### config.mk
export PLATFORM = sky130hd
export DESIGN_NAME = stop_wake_ctrl
export DESIGN_NICKNAME = d
export VERILOG_FILES = /design/src/rtl/stop_wake_ctrl.sv
export SDC_FILE = /design/constraint.sdc
export NUM_CORES = 1
export LEC_CHECK = 0
export BUFFER_PORTS_ARGS = -buffer_cell sky130_fd_sc_hd__buf_2
export CORE_MARGIN = 1
export CORE_UTILIZATION = 54
export DETAILED_ROUTE_END_ITERATION = 8
export PLACE_DENSITY_LB_ADDON = 0.05
export SETUP_SLACK_MARGIN = 0.2
export SYNTH_ARGS = -nofsm -noshare
export SYNTH_HDL_FRONTEND = slang
export SYNTH_SLANG_ARGS = --single-unit
### constraint.sdc
create_clock -name clk -period 2.1 [get_ports clk]
set_clock_uncertainty 0.15 [all_clocks]
set_input_delay 0.63 -clock clk [delete_from_list [all_inputs] [get_ports clk]]
set_output_delay 0.63 -clock clk [all_outputs]
set_load 0.05 [all_outputs]
### src/rtl/stop_wake_ctrl.sv
module stop_wake_ctrl #(
  parameter int DLY_CYC  = 1024,
  parameter int QUAL_CYC = 10
) (
  input  logic       clk,
  input  logic       rst_n,
  input  logic       ext_rst,
  input  logic       stop_req,
  input  logic       wr_en,
  input  logic [5:0] wr_data,
  output logic [5:0] rd_data,
  input  logic [2:0] p3_pin,
  input  logic [7:0] p2_pin,
  input  logic [7:0] p2_dir_out,
  output logic       run_enable
);
  localparam int CW = (DLY_CYC > 2) ? $clog2(DLY_CYC) : 1;
  localparam int QW = (QUAL_CYC > 2) ? $clog2(QUAL_CYC) : 1;
  localparam logic [CW-1:0] LOAD  = CW'(DLY_CYC - 1);
  localparam logic [QW-1:0] QLAST = QW'(QUAL_CYC - 1);

  localparam logic [1:0] S_RUN  = 2'd0;
  localparam logic [1:0] S_STOP = 2'd1;
  localparam logic [1:0] S_DLY  = 2'd2;

  logic [10:0]   sy1, sy2;
  logic [2:0]    sel;
  logic          pol, dly, warm;
  logic [1:0]    st;
  logic [CW-1:0] cnt;
  logic [QW-1:0] q;
  logic          src, hit, dly_done;
  logic [7:0]    p2m;
  logic [2:0]    p3s;

  always_ff @(posedge clk or negedge rst_n)
    if (!rst_n) begin
      sy1 <= '0;
      sy2 <= '0;
    end else begin
      sy1 <= {p3_pin, p2_pin};
      sy2 <= sy1;
    end

  assign p3s = sy2[10:8];
  assign p2m = sy2[7:0] & ~p2_dir_out;

  always_comb
    case (sel)
      3'd2:    src = p3s[0];
      3'd3:    src = p3s[1];
      3'd4:    src = p3s[2];
      3'd5:    src = p2m[7];
      3'd6:    src = ~|p2m[3:0];
      3'd7:    src = ~|p2m;
      default: src = 1'b0;
    endcase

  assign hit        = (sel[2] | sel[1]) & (src == pol);
  assign dly_done   = (cnt == '0);
  assign run_enable = (st == S_RUN);
  assign rd_data    = {warm, dly, pol, sel};

  always_ff @(posedge clk or negedge rst_n)
    if (!rst_n) begin
      sel  <= 3'd0;
      pol  <= 1'b0;
      dly  <= 1'b1;
      warm <= 1'b0;
      st   <= S_DLY;
      cnt  <= LOAD;
      q    <= '0;
    end else begin
      if (wr_en) {dly, pol, sel} <= wr_data[4:0];
      if (ext_rst) begin
        st   <= S_DLY;
        cnt  <= LOAD;
        warm <= 1'b0;
        q    <= '0;
      end else begin
        case (st)
          S_RUN:
            if (stop_req) begin
              st <= S_STOP;
              q  <= '0;
            end
          S_STOP:
            if (!hit) q <= '0;
            else if (dly) begin
              st   <= S_DLY;
              cnt  <= LOAD;
              warm <= 1'b1;
            end else if (q == QLAST) begin
              st   <= S_RUN;
              warm <= 1'b1;
            end else q <= q + 1'b1;
          default:
            if (dly_done) st <= S_RUN;
            else cnt <= cnt - 1'b1;
        endcase
      end
    end
endmodule


* Word-level counts from Yosys, hierarchy flattened *
Index checks and enable logic that the tools add are counted.

word-level totals
  bits in registers = 44
  output and inout bits = 7
  word-level logic and storage cells = 71

operators by class
  $add $sub $neg = 2
  equal/unequal tests = 17
  multiplexer cells = 24
  bitwise logic cells = 4
  reduce and logical (&&, ||, !) cells = 15

operator list
  operator               number
  $mux 10                4
  $mux 4                 5
  $pmux 10 s2            1
  $eq 3x3->1 const B     4
  $mux 2                 6
  $ne 4x4->1 const B     3
  $reduce_and 4->1       3
  $logic_not 10->1       1
  $sub 10x1->10 const B  1
  $ne 3x3->1 const B     3
  $and 8x8->8            1
  $not 8->8              1
  $pmux 4 s2             1
  $reduce_or 8->1        1
  $eq 3x2->1 const B     2
  $pmux 1 s6             1
  $reduce_bool 3->1      2
  $mux 1                 5
  $add 4x1->4 const B    1
  $eq 4x4->1 const B     1
  $pmux 2 s2             1
  $reduce_bool 2->1      2
  $reduce_bool 4->1      1
  $reduce_or 4->1        1
  other kinds (9)        10

* Depth between registers and ports, before layout *
Gate-level depths: netlist of the first run.

  depth in word-level cells = 10
  depth in mapped cells = 9
  mapped depth without buffers = 8

* Worst setup path after synthesis of the first run *
No wires, ideal clock.

  path kind = reg-to-reg
  start = reg sel[0]
  end = reg q[2]
  setup time = 0.126 ns
  data arrival time = 1.795 ns
  data required time = 1.824 ns
  slack = 0.029 ns
  stages on the path, launching flop included = 7
  path through = dfrtp_1 mux2i_1 nor2_1 a22o_2 o211ai_1 nand2_1 a221o_1

between the ends
  word-level cells in the longest chain between the ends = 7
  elaborated cells between the ends (all ways) = 15
  those cells by class = 9 x eq/ne; 4 x mux; 1 x bitwise; 1 x reduce/logical

ends and longest elaborated chain
  element                                          RTL line  text
  from (decl)                                      27        logic [2:0] sel;
  from (signal assigned)                           74        if (wr_en) {dly, pol, sel} <= wr_data[4:0];
  $eq 3x3->1 / $eq 3x2->1 (equally long branches)  49        case (sel)
  $pmux 1 s6 (*)                                   49
  $eq 1x1->1 (*)                                   59        assign hit = (sel[2] | sel[1]) & (src == pol);
  $and 1x1->1 (*)                                  59
  $mux 4                                           88        if (!hit) q <= '0;
  $pmux 4 s2                                       81        case (st)
  $mux 4                                           75        if (ext_rst) begin
  to (signal assigned)                             96        end else q <= q + 1'b1;
  to (decl)                                        31        logic [QW-1:0] q;

Mark *: on every way between the ends. The rest lies on a longest branch, timed or not.
A chain may end at the register's enable or synchronous reset.

* Final worst setup path of the first run *
  start = reg cnt[0]
  end = reg cnt[8]

between the ends
  word-level cells in the longest chain between the ends = 4
  elaborated cells between the ends (all ways) = 7
  those cells by class = 1 x add/sub; 1 x eq/ne; 3 x mux; 2 x reduce/logical

ends and longest elaborated chain
  element                 RTL line  text
  from (decl)             30        logic [CW-1:0] cnt;
  from (signal assigned)  99        else cnt <= cnt - 1'b1;
  $sub 10x1->10           99
  $mux 10                 98        if (dly_done) st <= S_RUN;
  $pmux 10 s2             81
  $mux 10                 75

Several ways; a longest one is shown, not always the timed one. The select of a mux whose other input is x is not followed.

==> results.md, run 1 <==
* Status: finished, final reports clean
* Max_slew headroom at between 60% and 70%
* Final setup viols at 0
* Core area at 3442 um2
* Fill cells at 247
* Total CTS buffers at 5
* Max-cap check violation count at 0
* Count leader, synth: dfrtp_1
* Skew-Pair Late Insertion Delay at about 300 ps
* Multi-input logic area at between 800 and 900 um2
* Num ports at 37
* Tmin final at ~1900 ps
* Post-route design area at 2541 um2
* Clock Path Buffers at 2
* Largest net degree at the start of global routing at 30
* Hold Vio Cnt, Final at 0
* Sequential share of the synthesized area at 55.92%
* Vias in the first global route at roughly 1.5k
* Post-synth EDFFs at 0
* CTS tree: done
* Slowest cell on crit path: dfstp_2
* Post-layout net count at 259
* CP Launch Type: register
* Initial Utilization at 57.98%
* DRC at 0
* Die height at around 63 um
* Initial DRC count at ~70
* Ys async rst share at 100.0%
* CTS Sinks at 44
* Total gr overflow at 0
* Initial antenna violation count at 0
* Period utilisation layout at between 90 and 100%
* DPL Wire Length at around 2700 um
* Area after DPL at 2268 um2
* Synth Register Bits at between 40 and 50
* Worst Hold Class: in2async
* Post-synth net total at 210
* WL final at 3940 um
* Crit-path max FO at 4
* WS Path Type: reg2reg
* PD cells at a little over 700 nW/um2
* Crit path largest cell delay at approximately 540 ps
* CTS root buf: clkbuf_8
* Slew @ Worst Pin at approximately 480 ps
* Yosys Warn Count at 0
* Chip Width at between 60 and 70 um
* Top cells by area, synth: dfrtp_1 (40%), dfstp_2 (16%), inv_1 (3.4%)
* RSZ-0062 raised after global routing: yes
* Syn Inst Count at roughly 180
* Router iterations before antenna repair at 4
* WP data arrival at 2010 ps
* Clock-pin transition on the worst setup and hold timing paths at 90 ps
* Share of the synthesized area in the top cell type at between 40% and 50%
* Fmax at around 520 MHz
* Post-synth cell types at between 40 and 50
* Via count at ~1.5k
* Max Slew Vio Count at 0
* Avg Cell Area, Syn at roughly 11 um2
* Critical Path Sink Type: register
* Layout cells sized above 1 at approximately 45%
* Worst EP required at 2170 ps
* Yosys top cell by area: dfrtp_1
* Gr usage total at between 20% and 30%
* Area added between synthesis and finish at 27.34%
* Diode count at 0
* Main flop type after synthesis: dfrtp_1
* Final Hold Slack at between 90 and 100 ps
* CP Cell Sequence: inv_1 > ha_2 > nor2b_4 > a41oi_4 > a211o_1 > nand3_2 > buf_6 > o31ai_4
* First-pass GRT wire length at about 6700 um
* Port Buffers at 35
* FF/Latch Area at approximately 1100 um2
* Max VDD drop at roughly 0.66 mV
* DR WL/cell at approximately 14 um
* Fin util at 73.83%
* Die area at approximately 4000 um2
* RD Place Congestion at 0.7952
* Via/cell ratio at about 5.4
* Rows at 21
* Cell leakage power at approximately 1.2 nW
* Total design power at 1.806 mW
* H-tree lvl count at 2
* Top cells by count, synth: dfrtp_1 (32), inv_1 (18), dfstp_2 (12), nor2_1 (12), a21oi_1 (10)
* Synthesized area at 1996 um2
* Post-DRT Antenna Nets at 0
-- sequential cells by signal, indices dropped and copies added, names as in the netlist --
register	count
q	4
st	2
sy1	11
dly	1
cnt	10
pol	1
sy2	11
warm	1
sel	3
-- path summary, 6_finish.rpt --
path                               startpoint                  to  slack, ps  cells past startpoint
min in group clk             sy1[6]$_DFF_PN0_    sy2[6]$_DFF_PN0_        200                      0
min reg2reg                  sy1[6]$_DFF_PN0_    sy2[6]$_DFF_PN0_        200                      0
max reg2reg                cnt[0]$_DFFE_PN1P_  cnt[8]$_DFFE_PN1P_        160                      8
min                                     rst_n  sel[1]$_DFFE_PN0P_        100                      1
max                        cnt[0]$_DFFE_PN1P_  cnt[8]$_DFFE_PN1P_        160                      8
max in group asynchronous               rst_n  cnt[4]$_DFFE_PN1P_       1180                      2
-- routing by layer --
layer / vias to the layer above / global-route usage, % / wire length, um
li1: 717 / - / -
met1: 724 / 26.37 / 1638
met2: 33 / 38.99 / 2095
met3: 10 / 4.380 / 129
met4: 0 / 9.012 / 76
met5: - / 0 / 0
-- where the power goes --
group / internal [mW] / switching, mW / total [mW] / leakage (nW)
clock network: 0.358 / 0.291 / 0.650 / 0.0548
registers: 0.895 / 0.0355 / 0.930 / 0.510
logic: 0.0996 / 0.127 / 0.226 / 0.626
total: 1.35 / 0.454 / 1.81 / 1.19
-- stage by stage --
stage,worst slack [ps],TNS (ps),cells
floorplan,204.3,0,177
global placement,-45.29,-60.54,259
detailed placement,-60.49,-243.7,259
CTS,162.4,0,272
global route,82.27,0,273
finish,161.3,0,273
-- area by class of cell --
cell class              count  share of cell area, %
flip-flops and latches     44                  44.07
multi-input cells         108                  33.43
repair buffers             49                  13.05
clock buffers               5                  2.708
inverters                  18                  2.659
well taps                  46                  2.265
clock inverters             3                  1.822
-- logic make-up (layout without fill, tap and decap cells) --
family	count (synthesis)	count (layout)	synth area share (%)
adder cells (fa/ha/maj)	3	3	1.881
XOR/XNOR	3	3	1.317
flip-flops	44	44	55.92
AND/OR/NAND/NOR	52	52	14.73
multiplexers	7	7	3.824
buffers and inverters	25	75	6.081
AO/OA/AOI/OAI	43	43	16.24
-- cells in the final DEF, fill, tap and decap left out, types with 3 or more instances in the layout --
cell type   n
o21ai_0     4
mux2_2      5
buf_6       5
a21oi_2     4
a21oi_1     6
dfrtp_1    29
nand2b_1    3
clkbuf_8    5
nor2_1     11
dfrtp_2     3
nand3_1     7
buf_4       9
o211ai_1    3
inv_1      17
nand2_1     8
o31ai_1     5
nor3_1      3
a31oi_1     3
buf_2      32
nor2b_4     3
dfstp_2    12
-- what timing repair did --
item | in CTS | in global routing
gates resized for setup | 7 | 19
hold buffers | 0 | 0
setup endpoints to repair | 12 | 18
endpoints found under the hold margin | 0 | 0
setup buffers | 5 | 1
pin swaps | 3 | 8
-- worst max-delay path: cells and delay by family, from the launching register on --
| family | cells | cell delay, ps |
|---|---|---|
| AOI/OAI and AO/OA | 3 | 500 |
| adders and majority gates | 1 | 200 |
| buffers and inverters | 2 | 220 |
| DFF | 1 | 540 |
| and+or+nand+nor | 2 | 240 |
No activity file was read; power rests on OpenSTA's default activity.
==> run 2: changes to the inputs <==
--- a/config.mk
+++ b/config.mk
@@ -7,7 +7,8 @@
 export LEC_CHECK = 0
 export BUFFER_PORTS_ARGS = -buffer_cell sky130_fd_sc_hd__buf_2
 export CORE_MARGIN = 1
-export CORE_UTILIZATION = 54
+export CORE_UTILIZATION = 57
+export CTS_BUF_LIST = sky130_fd_sc_hd__clkbuf_8
 export DETAILED_ROUTE_END_ITERATION = 8
 export PLACE_DENSITY_LB_ADDON = 0.05
 export SETUP_SLACK_MARGIN = 0.2
==> run 2 against run 1 <==
Clock-buffer cell count unchanged. Maximum frequency up 1.5%. Global-route usage up 0.98 points. Sequential cell count unchanged. Power down 0.44%. Cell count up 1.5%. Utilization up 3.4 points.
==> results.md, run 2 (synthesized netlist as in run 1, its figures left out) <==
* Status: finished, final reports clean (unchanged)
* Port Buffers at 35 (unchanged)
* First-pass GRT wire length at 6230 um (was 6679 um)
* Seq pwr share at 51.7% (was 51.5%)
* Gr usage total at 23.14% (was 22.15%)
* WL final at 4003 um (was 3940 um)
* Clock-pin transition on the worst setup and hold timing paths at 90 ps (about the same)
* Cell leakage power at 1.212 nW (was 1.192 nW)
* Reg-to-reg slack, setup at 190 ps (was 160 ps)
* DPL Wire Length at 2659 um (was 2741 um)
* Skew-Pair Late Insertion Delay at 300 ps (about the same)
* Area after DPL at 2241 um2 (was 2268 um2)
* Die area at 3742 um2 (was 3943 um2)
* Max VDD drop at 0.7440 mV (was 0.6650 mV)
* Largest regs: sy1 x11, sy2 x11, cnt x10 (unchanged)
* Vias in the first global route at 1457 (was 1510)
* PD cells at 697.9 nW/um2 (was 710.7 nW/um2)
* Clock Path Buffers at 2 (unchanged)
* CP Launch Type: register (unchanged)
* Total design power at 1.798 mW (was 1.806 mW)
* Area added between synthesis and finish at 29.09% (was 27.34%)
* Core area at 3337 um2 (was 3442 um2)
* Final Hold Slack at 111.1 ps (was 96.65 ps)
* Total CTS buffers at 5 (unchanged)
* Crit-path max FO at 5 (was 4)
* Max_slew headroom at 65.49% (was 67.49%)
* Net Sw Power at 450.5 uW (was 453.6 uW)
* RD Place Congestion at 0.8541 (was 0.7952)
* Worst EP required at 2140 ps (was 2170 ps)
* Post-layout net count at 263 (was 259)
* Post-route design area at 2576 um2 (was 2541 um2)
* Via count at 1562 (was 1484)
* Hold buffers post-CTS at 0 (unchanged)
* Most frequent cells in the layout: buf_2 (33), dfrtp_1 (29), inv_1 (17) (was buf_2 (32), dfrtp_1 (29), inv_1 (17))
* Logic pwr share at 12.0% (was 12.5%)
* Initial DRC count at 83 (was 69)
* WP data arrival at 1950 ps (was 2010 ps)
* DR WL/cell at 14.45 um (was 14.43 um)
* Period utilisation layout at 90.98% (was 92.32%)
* Multi-input logic area at 894.6 um2 (was 849.6 um2)
* Power share of the clock group at 36.3% (was 36.0%)
* Slew @ Worst Pin at 512.9 ps (was 483.9 ps)
* CTS tree: done (unchanged)
* Chip Width at 61.17 um (was 62.79 um)
* Rows at 21 (unchanged)
* Largest net degree at the start of global routing at 21 (was 30)
* R2R Path End: q[2]$_DFFE_PN0P_ (was cnt[8]$_DFFE_PN1P_)
* Max Slew Vio Count at 0 (unchanged)
* FF-to-FF Start: st[1]$_DFFE_PN1P_ (was cnt[0]$_DFFE_PN1P_)
* Tmin final at 1911 ps (was 1939 ps)
* Critical Path Sink Type: register (unchanged)
* Router iterations before antenna repair at 4 (unchanged)
* Final setup viols at 0 (unchanged)
* WS Path Type: reg2reg (unchanged)
* Commonest non-fill, non-tap cell in the layout: buf_2 (unchanged)
* H-tree lvl count at 2 (unchanged)
* Diode count at 0 (unchanged)
* Die height at 61.17 um (was 62.79 um)
* FF/Latch Area at 1120 um2 (unchanged)
* Hold Vio Cnt, Final at 0 (unchanged)
* Initial antenna violation count at 0 (unchanged)
* Fill cells at 241 (was 247)
* R2r worst-path depth at 7 (was 8)
* Int Power at 1.348 mW (was 1.352 mW)
* Total gr overflow at 0 (unchanged)
* Initial Utilization at 59.81% (was 57.98%)
* Post-DRT Antenna Nets at 0 (unchanged)
* Worst Hold Class: in2async (unchanged)
* Layout cells sized above 1 at 47.19% (was 45.37%)
* CTS Sinks at 44 (unchanged)
* Fin Setup TNS at 0 ps (unchanged)
* Fmax at 523.4 MHz (was 515.8 MHz)
* CTS root buf: clkbuf_8 (unchanged)
* Via/cell ratio at 5.639 (was 5.436)
* Num ports at 37 (unchanged)
* DRC at 0 (unchanged)
* RSZ-0062 raised after global routing: yes (unchanged)
* Max-cap check violation count at 0 (unchanged)
* Sw Share at 25.06% (was 25.12%)
-- run 2: timing repair --
| item | 4_1_cts | 5_1_grt |
|---|---|---|
| pin swaps | 6 | 4 |
| buffers inserted | 6 | 5 |
| gates cloned | 1 | 0 |
| hold endpoints to repair | 0 | 0 |
| setup endpoints to repair | 13 | 16 |
| gates resized for setup | 12 | 15 |
-- run 2: per-layer routing --
| metal | vias to the layer above | global-route usage (%) | wire [um] |
|---|---|---|---|
| met2 | 47 | 40.84 | 2160 |
| met1 | 772 | 27.06 | 1621 |
| met5 | - | 0 | 0 |
| met3 | 6 | 4.622 | 174 |
| met4 | 0 | 10.71 | 46 |
| li1 | 737 | - | - |
-- run 2: through the flow --
stage	instances	setup slack (ps)	utilization (%)
global placement	257	-72.44	67.15
CTS	272	159.9	73.72
finish	277	189.4	77.20
global route	277	121.3	77.20
floorplan	177	204.3	-
detailed placement	257	-153.2	67.15
-- run 2: critical path, cell delays in order, from the launching register on --
cell and delay [ps]:
dfstp_2 580, buf_4 130, nor2b_4 50, and2b_1 190, and2b_1 190, o211ai_1 150, nand2_1 80, a221o_1 290
-- run 2: layout make-up --
type	instances	share of cell area (%)
tap	46	2.234
sequential	44	43.47
clock buffer	5	2.671
clock inverter	3	1.797
multi-input combinational	109	34.73
inverter	18	2.720
timing repair buffer	52	12.38
-- run 2: worst max path at each step --
| stage | endpoint | depth (start not counted) | startpoint |
|---|---|---|---|
| 2_1_floorplan | q[2]$_DFFE_PN0P_ | 6 | p2_dir_out[4] |
| 3_3_place_gp | cnt[8]$_DFFE_PN1P_ | 7 | p2_dir_out[7] |
| 3_5_place_dp | cnt[8]$_DFFE_PN1P_ | 7 | p2_dir_out[7] |
| 4_1_cts | cnt[8]$_DFFE_PN1P_ | 7 | cnt[1]$_DFFE_PN1P_ |
| 5_1_grt | q[2]$_DFFE_PN0P_ | 7 | st[1]$_DFFE_PN1P_ |
| 6_report | q[2]$_DFFE_PN0P_ | 7 | st[1]$_DFFE_PN1P_ |
-- run 2: power by group through the flow --
| stage | logic, mW | clock network [mW] | registers, mW |
|---|---|---|---|
| floorplan | 0.106 | 0 | 0.956 |
| global placement | 0.184 | 0 | 0.940 |
| detailed placement | 0.190 | 0 | 0.943 |
| CTS | 0.203 | 0.668 | 0.928 |
| global route | 0.235 | 0.697 | 0.936 |
| finish | 0.216 | 0.652 | 0.930 |
==> run 3: changes to the inputs <==
--- a/config.mk
+++ b/config.mk
@@ -5,9 +5,10 @@
 export SDC_FILE = /design/constraint.sdc
 export NUM_CORES = 1
 export LEC_CHECK = 0
+export ABC_AREA = 1
 export BUFFER_PORTS_ARGS = -buffer_cell sky130_fd_sc_hd__buf_2
 export CORE_MARGIN = 1
-export CORE_UTILIZATION = 57
+export CORE_UTILIZATION = 35
 export CTS_BUF_LIST = sky130_fd_sc_hd__clkbuf_8
 export DETAILED_ROUTE_END_ITERATION = 8
 export PLACE_DENSITY_LB_ADDON = 0.05
==> run 3 against run 2 <==
First-iteration DRC count is 8.4% higher. Cell count increased by 32%. Sequential share of layout area shrank 0.64 points. Worst setup slack lost 26 ps. Critical endpoint is now cnt[5]$_DFFE_PN1P_. Largest power group unchanged. Highest routed layer unchanged.
==> results.md, run 3 <==
* PD cells at 690.0 nW/um2 (was 697.9 nW/um2)
* Gr usage total at 15.61% (was 23.14%)
* Max VDD drop at 0.3310 mV (was 0.7440 mV)
* Diode count at 0 (unchanged)
* RSZ-0062 raised after global routing: yes (unchanged)
* Vias in the first global route at 1610 (was 1457)
* R2r worst-path depth at 12 (was 7)
* Dpl cells at 350 (was 257)
* Router iterations before antenna repair at 4 (unchanged)
* R2R Path End: cnt[5]$_DFFE_PN1P_ (was q[2]$_DFFE_PN0P_)
* Post-synth cell types at 28 (was 49)
* Share of the synthesized area in the top cell type at 39.90% (was 40.13%)
* Hold buffers post-CTS at 0 (unchanged)
* Sequential share of the synthesized area at 55.61% (was 55.92%)
* Final setup viols at 0 (unchanged)
* Fmax at 516.3 MHz (was 523.4 MHz)
* CTS root buf: clkbuf_8 (unchanged)
* Post-layout net count at 327 (was 263)
* Hold Vio Cnt, Final at 0 (unchanged)
* Commonest non-fill, non-tap cell in the layout: nand2_1 (was buf_2)
* Num ports at 37 (unchanged)
* Core area at 5507 um2 (was 3337 um2)
* First-pass GRT wire length at 7258 um (was 6230 um)
* Initial antenna violation count at 0 (unchanged)
* DRC at 0 (unchanged)
* Top cells by count, synth: nand2_1 (73), dfrtp_1 (32), inv_1 (28) (was dfrtp_1 (32), inv_1 (18), dfstp_2 (12), nor2_1 (12), a21oi_1 (10))
* Yosys top cell by area: dfrtp_1 (unchanged)
* Avg Cell Area, Syn at 8.468 um2 (was 11.27 um2)
* Period utilisation layout at 92.23% (was 90.98%)
* Chip Width at 77.73 um (was 61.17 um)
* CP Launch Type: register (unchanged)
* Count leader, synth: nand2_1 (was dfrtp_1)
* DPL Wire Length at 2758 um (was 2659 um)
* Critical Path Sink Type: register (unchanged)
* Status: finished, final reports clean (unchanged)
* Total CTS buffers at 5 (unchanged)
* Synth Register Bits at 44 (unchanged)
* Layout cells sized above 1 at 35.93% (was 47.19%)
* Clock-pin transition on the worst setup and hold timing paths at 90 ps (about the same)
* Skew-Pair Late Insertion Delay at 300 ps (about the same)
* WS Path Type: reg2reg (unchanged)
* Via count at 1627 (was 1562)
* Total gr overflow at 0 (unchanged)
* Rows at 27 (was 21)
* Clock Path Buffers at 2 (unchanged)
* Main flop type after synthesis: dfrtp_1 (unchanged)
* Ys async rst share at 100.0% (unchanged)
* RD Place Congestion at 0.7617 (was 0.8541)
* Most frequent cells in the layout: nand2_1 (69), buf_2 (33), dfrtp_1 (31) (was buf_2 (33), dfrtp_1 (29), inv_1 (17))
* FF-to-FF Start: cnt[0]$_DFFE_PN1P_ (was st[1]$_DFFE_PN1P_)
* H-tree lvl count at 2 (unchanged)
* Max_slew headroom at 75.65% (was 65.49%)
* Slew @ Worst Pin at 361.9 ps (was 512.9 ps)
* Tmin final at 1937 ps (was 1911 ps)
* Post-synth EDFFs at 0 (unchanged)
* Worst EP required at 2200 ps (was 2140 ps)
* Worst Hold Class: in2async (unchanged)
* Die height at 77.73 um (was 61.17 um)
* Max Slew Vio Count at 0 (unchanged)
* WL final at 4111 um (was 4003 um)
* Syn Inst Count at 237 (was 177)
* Largest regs: sy1 x11, sy2 x11, cnt x10 (unchanged)
* WP data arrival at 2030 ps (was 1950 ps)
* Post-DRT Antenna Nets at 0 (unchanged)
* Yosys Warn Count at 0 (unchanged)
* Die area at 6041 um2 (was 3742 um2)
* Post-synth net total at 270 (was 210)
* CTS Sinks at 44 (unchanged)
* Cell leakage power at 1.379 nW (was 1.212 nW)
* Non-filler instance count after layout at 367 (was 277)
* Initial DRC count at 90 (was 83)
* Top cells by area, synth: dfrtp_1 (40%), dfstp_2 (16%), nand2_1 (14%) (was dfrtp_1 (40%), dfstp_2 (16%), inv_1 (3.4%))
* Port Buffers at 35 (unchanged)
* DR WL/cell at 11.20 um (was 14.45 um)
* Area added between synthesis and finish at 29.99% (was 29.09%)
* Synthesized area at 2007 um2 (was 1996 um2)
* Max-cap check violation count at 0 (unchanged)
* Via/cell ratio at 4.433 (was 5.639)
* Largest net degree at the start of global routing at 45 (was 21)
* Reg-to-reg slack, setup at 160 ps (was 190 ps)
* Total design power at 1.800 mW (was 1.798 mW)
* Initial Utilization at 36.45% (was 59.81%)
* Crit-path max FO at 5 (unchanged)
* CTS tree: done (unchanged)
==> run 3: changes by cell type after synthesis, moves of 6 or more <==
cell / change
a21oi_1: -6
nand2_1: +64
nand3_1: +18
inv_1: +10
o31ai_1: -6
==> run 3: worst max-delay path by stage <==
stage / start / endpoint / slack (ps)
after CTS: cnt[3]$_DFFE_PN1P_ / st[0]$_DFFE_PN0P_ / 180
after floorplan: cnt[0]$_DFFE_PN1P_ / cnt[0]$_DFFE_PN1P_ / 220
after global placement: p2_dir_out[7] / cnt[0]$_DFFE_PN1P_ / -100
final: cnt[0]$_DFFE_PN1P_ / cnt[5]$_DFFE_PN1P_ / 160
after global routing: cnt[0]$_DFFE_PN1P_ / st[0]$_DFFE_PN0P_ / 40
after detailed placement: p2_dir_out[7] / cnt[7]$_DFFE_PN1P_ / -70
==> run 3: repair_timing <==
item,in CTS,in global routing
buffers inserted,4,4
gates resized for setup,14,11
pin swaps,0,5
gates cloned,1,0
setup endpoints to repair,12,17
==> run 3: cell families (layout without fill, tap and decap cells) <==
family	after synthesis	in the layout	synth area share (%)
buffers and inverters	40	98	8.665
adder cells (fa/ha/maj)	3	3	1.871
AO/OA/AOI/OAI	17	17	4.739
multiplexers	1	1	0.5611
flip-flops	44	44	55.61
XOR/XNOR	1	1	0.4365
AND/OR/NAND/NOR	131	131	28.12
==> run 3: where the power goes <==
part           internal, mW  switching, mW
clock network         0.389          0.300
logic                0.0805          0.123
registers             0.888         0.0191
total                  1.36          0.442
==> run 3: per-stage QoR <==
stage	utilization (%)	setup slack [ps]	cell area, um2	setup TNS (ps)	hold slack (ps)
2_1_floorplan	-	215.6	2009	0	181.2
3_3_place_gp	42.40	-95.79	2335	-1169	182.3
3_5_place_dp	42.40	-71.51	2335	-831.7	184.7
4_1_cts	46.22	175.3	2545	0	149.1
5_1_grt	47.38	40.13	2609	0	150.4
6_report	47.38	163.2	2609	0	149.0
==> run 3: routing by layer <==
| layer | routed length, um | vias to the layer above | GRT usage, % | share of wire [%] |
|---|---|---|---|---|
| met5 | 0 | - | 0 | 0 |
| met4 | 70 | 0 | 5.849 | 1.7 |
| met3 | 143 | 8 | 4.353 | 3.5 |
| met2 | 1890 | 25 | 25.58 | 46 |
| met1 | 2006 | 736 | 19.50 | 49 |
| li1 | - | 858 | - | - |
==> run 3: layout make-up <==
| cell class | count | area (um2) |
|---|---|---|
| Sequential cell | 44 | 1117 |
| Fill cell | 562 | 2898 |
| Multi-Input combinational cell | 153 | 794.5 |
| Tap cell | 72 | 90.09 |
| Clock buffer | 6 | 82.58 |
| Inverter | 33 | 123.9 |
| Timing Repair Buffer | 57 | 361.6 |
| Clock inverter | 2 | 38.79 |
==> run 3: worst max-delay path: stages (launching register included) <==
cell and delay, ps:
dfstp_2 540, inv_2 50, ha_4 150, nand4_1 110
nor2_1 70, nand2_1 100, nor2_2 60, nand2_2 80
nand2_2 60, a21oi_4 190, buf_4 180, nand3_1 70
nand2_1 70
